### src/rtl/alu_status.sv
module alu_status #(
  parameter int W = 16
) (
  input  logic         clk,
  input  logic         rst_n,
  input  logic [2:0]   op,
  input  logic         wide,
  input  logic [W-1:0] a,
  input  logic [W-1:0] b,
  input  logic         flag_we,
  input  logic         ctl_we,
  input  logic [2:0]   ctl_in,
  output logic [W-1:0] result,
  output logic [5:0]   st_flags,
  output logic [2:0]   ctl_flags
);
  localparam int H = W / 2;

  logic [W-1:0] am, bm, lres;
  logic [W:0]   full;
  logic [4:0]   nib;
  logic         is_add, is_sub, arith;
  logic         sa, sb, sr, cy, ov, par, zr;

  assign am     = wide ? a : {{(W-H){1'b0}}, a[H-1:0]};
  assign bm     = wide ? b : {{(W-H){1'b0}}, b[H-1:0]};
  assign is_add = (op == 3'd0);
  assign is_sub = (op == 3'd1);
  assign arith  = is_add | is_sub;

  always_comb begin
    case (op)
      3'd2:    lres = am & bm;
      3'd3:    lres = am | bm;
      3'd4:    lres = am ^ bm;
      default: lres = ~am;
    endcase
    if (is_add) begin
      full = {1'b0, am} + {1'b0, bm};
      nib  = {1'b0, am[3:0]} + {1'b0, bm[3:0]};
    end else if (is_sub) begin
      full = {1'b0, am} - {1'b0, bm};
      nib  = {1'b0, am[3:0]} - {1'b0, bm[3:0]};
    end else begin
      full = {1'b0, lres};
      nib  = '0;
    end
  end

  assign result = wide ? full[W-1:0] : {{(W-H){1'b0}}, full[H-1:0]};
  assign sa  = wide ? am[W-1] : am[H-1];
  assign sb  = wide ? bm[W-1] : bm[H-1];
  assign sr  = wide ? result[W-1] : result[H-1];
  assign cy  = arith & (wide ? full[W] : full[H]);
  assign ov  = (is_add & (sa == sb) & (sr != sa)) | (is_sub & (sa != sb) & (sr != sa));
  assign par = ~^result[7:0];
  assign zr  = (result == '0);

  always_ff @(posedge clk or negedge rst_n) begin
    if (!rst_n) begin
      st_flags  <= '0;
      ctl_flags <= '0;
    end else begin
      if (flag_we) st_flags <= {ov, sr, zr, nib[4] & arith, par, cy};
      if (ctl_we)  ctl_flags <= ctl_in;
    end
  end
endmodule


### config.mk
export PLATFORM = sky130hd
export DESIGN_NAME = alu_status
export DESIGN_NICKNAME = d
export VERILOG_FILES = /design/src/rtl/alu_status.sv
export SDC_FILE = /design/constraint.sdc
export NUM_CORES = 1
export LEC_CHECK = 0
export BUFFER_PORTS_ARGS = -buffer_cell sky130_fd_sc_hd__buf_2
export CAP_MARGIN = 20
export CORE_UTILIZATION = 52
export DETAILED_ROUTE_END_ITERATION = 10
export PLACE_DENSITY = 0.79
export RECOVER_POWER = 100
export SETUP_SLACK_MARGIN = 0.2
export SYNTH_ARGS = -nofsm -noshare
export SYNTH_HDL_FRONTEND = slang
export SYNTH_SLANG_ARGS = --single-unit
### constraint.sdc
create_clock -name clk -period 6.4 [get_ports clk]
set_input_delay 1.6 -clock clk [delete_from_list [all_inputs] [get_ports clk]]
set_output_delay 1.6 -clock clk [all_outputs]
set_load 0.005 [all_outputs]
==> impl_metrics.json <==
{
  "outcome": "finished clean",
  "htreeDepth": 1,
  "core_sq_mm": 0.00635,
  "vias": 3960,
  "ys_seq_area_share_pct": 6.60,
  "synthArstFlopShare_pct": 100,
  "cts_sinks": 9,
  "cts_setup_buffers": 0,
  "worst_path_largest_cell_delay_ns": 0.76,
  "finalSetupTns_ns": 0,
  "clockBufferDepth": 2,
  "vias_per_cell": 6.35,
  "slew_viol_final": 0,
  "synthTopCellsByArea": "ha_1 (17%), dfrtp_1 (6.6%), inv_1 (5.9%)",
  "syn_nets": 586,
  "grt_max_degree": 33,
  "nets": 640,
  "pwr-share-comb_pct": 71.8,
  "dieArea_sq_mm": 0.00689,
  "dr.pass1.iters": 6,
  "dp_cells": 620,
  "cpMaxStageDelayCell": "clkbuf_1",
  "antenna_found_initial": 0,
  "fmax_mhz": 164,
  "synth_area_per_cell_sq_um": 6.91,
  "start_util_pct": 53.7,
  "fill_cells": 616,
  "intPower_uw": 249,
  "grt_usage_pct": 30.8,
  "path_max_fanout": 26,
  "drc": 0,
  "hpwl_mm": 8.46,
  "tritoncts": "done",
  "clock_latency_ns": 0.23,
  "synth_enable_flop_cells": 0,
  "grt_overflow": 0,
  "place_congestion": 0.962,
  "startpoint_type": "primary input",
  "hp-class": "reg -> reg",
  "clk_pin_slew_ns": 0.04,
  "crit_path_end_kind": "output pin",
  "ant_nets": 0,
  "drive_above_1_share_pct": 16.3,
  "synthTopCellsByCount": "inv_1 (54), nor2_1 (54), ha_1 (47)",
  "final-seq-area_sq_um": 225,
  "seqPwrFrac_pct": 14.5,
  "p_sw_uw": 224,
  "synthesis.area_sq_mm": 0.00341,
  "antenna_cells": 0,
  "clkPwrFrac_pct": 13.6,
  "crit_arrival_ns": 4.50,
  "grt_pass1_vias": 3697,
  "synth_top_area_share_pct": 17.2,
  "rows": 29,
  "period_needed_ns": 6.10,
  "ys_ff_latch": 9,
  "syn_to_final_growth_pct": 11.8,
  "synth_top_flop_cell": "dfrtp_1",
  "tightest_slew_ns": 1.21,
  "p_leak_uw": 0.00184,
  "io_pins": 68,
  "cp.required_ns": 4.80,
  "first_iter_violations": 294,
  "wl_per_cell_um": 17.4,
  "synth_warnings": 0,
  "cts_hold_buffers": 0,
  "power_density_mw_per_mm2": 124,
  "yosysTopAreaCell": "ha_1",
  "cts_root_buf": "clkbuf_8",
  "criticalPathCategory": "in -> out",
  "crit_top_cell": "clkbuf_1",
  "grt_pass1_wl_mm": 17.7,
  "die_y_um": 83.0,
  "cts_buffers": 3,
  "drv_cap": 0,
  "whs_ns": 0.486,
  "p_sw_share_pct": 47.4,
  "clock_skew_ns": 0,
  "die_w_um": 83.0,
  "ys_types": 76,
  "hold_viol": 0,
  "drt-total-wl_mm": 10.9,
  "syn_inst": 494,
  "layout.cells.non_filler": 624,
  "slew-limit-headroom_pct": 19.3,
  "multi_input_area_sq_mm": 0.00284,
  "crit_chain": "clkbuf_1 -> inv_1 -> clkbuf_1 -> o22ai_1 -> o221ai_1 -> nor2_1 -> a221oi_1 -> o311a_1 -> and2_0 -> buf_2",
  "timing.final.crit_share_pct": 95.3,
  "ir_drop_mv": 0.135,
  "setup_viol": 0,
  "numPortBuffers": 67,
  "rsz0062_at_grt": "no"
}
-- registers in the layout, summed over array words and instances, names as in the netlist --
| register | flops |
|---|---|
| ctl_flags | 3 |
| st_flags | 6 |
-- routing by layer --
layer / vias to the layer above / global-route usage, % / wire length [um]
met3: 34 / 3.08 / 949
li1: 1874 / - / -
met2: 221 / 53.4 / 5140
met1: 1831 / 40.2 / 4500
met4: 0 / 8.93 / 281
met5: - / 0 / 0
-- power groups by stage --
stage          combinational, uW  sequential (uW)  clock, uW
3_5_place_dp                 333             69.4          0
3_3_place_gp                 328             68.6          0
4_1_cts                      334             68.6       66.4
5_1_grt                      371             69.4       69.1
2_1_floorplan                233             69.9          0
6_report                     340             68.7       64.6
-- cells in the final DEF, fill, tap and decap left out, types with 3 or more instances in the layout --
master,count
buf_2,57
inv_1,54
nor2_1,54
ha_1,47
nand2_1,43
a21oi_1,38
o21ai_0,30
xnor2_1,16
o211ai_1,12
clkbuf_1,11
nor3_1,9
dfrtp_1,9
buf_4,8
nand3_1,7
o22ai_1,7
nor2b_1,7
a211oi_1,6
a22oi_1,6
nand2b_1,5
o21a_1,5
and3_1,5
a221oi_1,5
o31ai_1,5
and2_1,4
xor2_1,4
a21o_1,4
mux2_2,4
clkinv_1,3
o22a_1,3
o21bai_1,3
o41ai_2,3
o221ai_1,3
a31oi_1,3
a311oi_1,3
nor4_1,3
clkbuf_8,3
-- path summary, 6_finish.rpt --
path                                   from            to  slack [ns]  cells after the start
worst min-delay path            st_flags[4]   st_flags[4]        0.49                      1
worst min register to register  st_flags[4]   st_flags[4]        0.49                      1
min in group asynchronous             rst_n   st_flags[3]        1.29                      1
worst max-delay path                  op[0]     result[8]        0.30                     10
worst max register to register  st_flags[5]   st_flags[5]        5.55                      2
max in group asynchronous             rst_n  ctl_flags[2]        4.80                      1
-- critical path, delay by kind of cell --
| family | cells | cell delay, ns |
|---|---|---|
| AOI/OAI and AO/OA | 4 | 1.15 |
| buffers and inverters | 4 | 1.51 |
| and+or+nand+nor | 2 | 0.22 |
-- cell families after synthesis --
logic type / count (synthesis) / share of synthesized area (%)
buffers and inverters: 85 / 9.83
xor gates and xnor gates: 20 / 5.13
DFF: 9 / 6.60
adders and majority gates: 49 / 18.4
muxes: 7 / 2.24
AOI/OAI and AO/OA: 167 / 35.8
and+or+nand+nor: 157 / 22.0
-- layout make-up --
type | count | share of cell area, %
Clock buffer | 4 | 1.18
Timing Repair Buffer | 77 | 10.3
Tap cell | 77 | 2.52
Multi-Input combinational cell | 400 | 74.5
Sequential cell | 9 | 5.90
Inverter | 57 | 5.61
-- through the flow --
stage | setup WS, ns | area [sq um] | util (%) | power, uW
final | 0.304 | 3820 | 60.1 | 473
after global routing | 0.198 | 3820 | 60.1 | 510
after CTS | 0.478 | 3840 | 60.5 | 470
after detailed placement | 0.475 | 3800 | 59.8 | 402
after global placement | 0.579 | 3800 | 59.8 | 397
after floorplan | 0.238 | 3410 | - | 303
-- repair_timing --
action,CTS,global route
endpoints found under the hold margin,0,0
setup endpoints to repair,0,1
gates resized for setup,0,2
No activity file was read; power rests on OpenSTA's default activity.
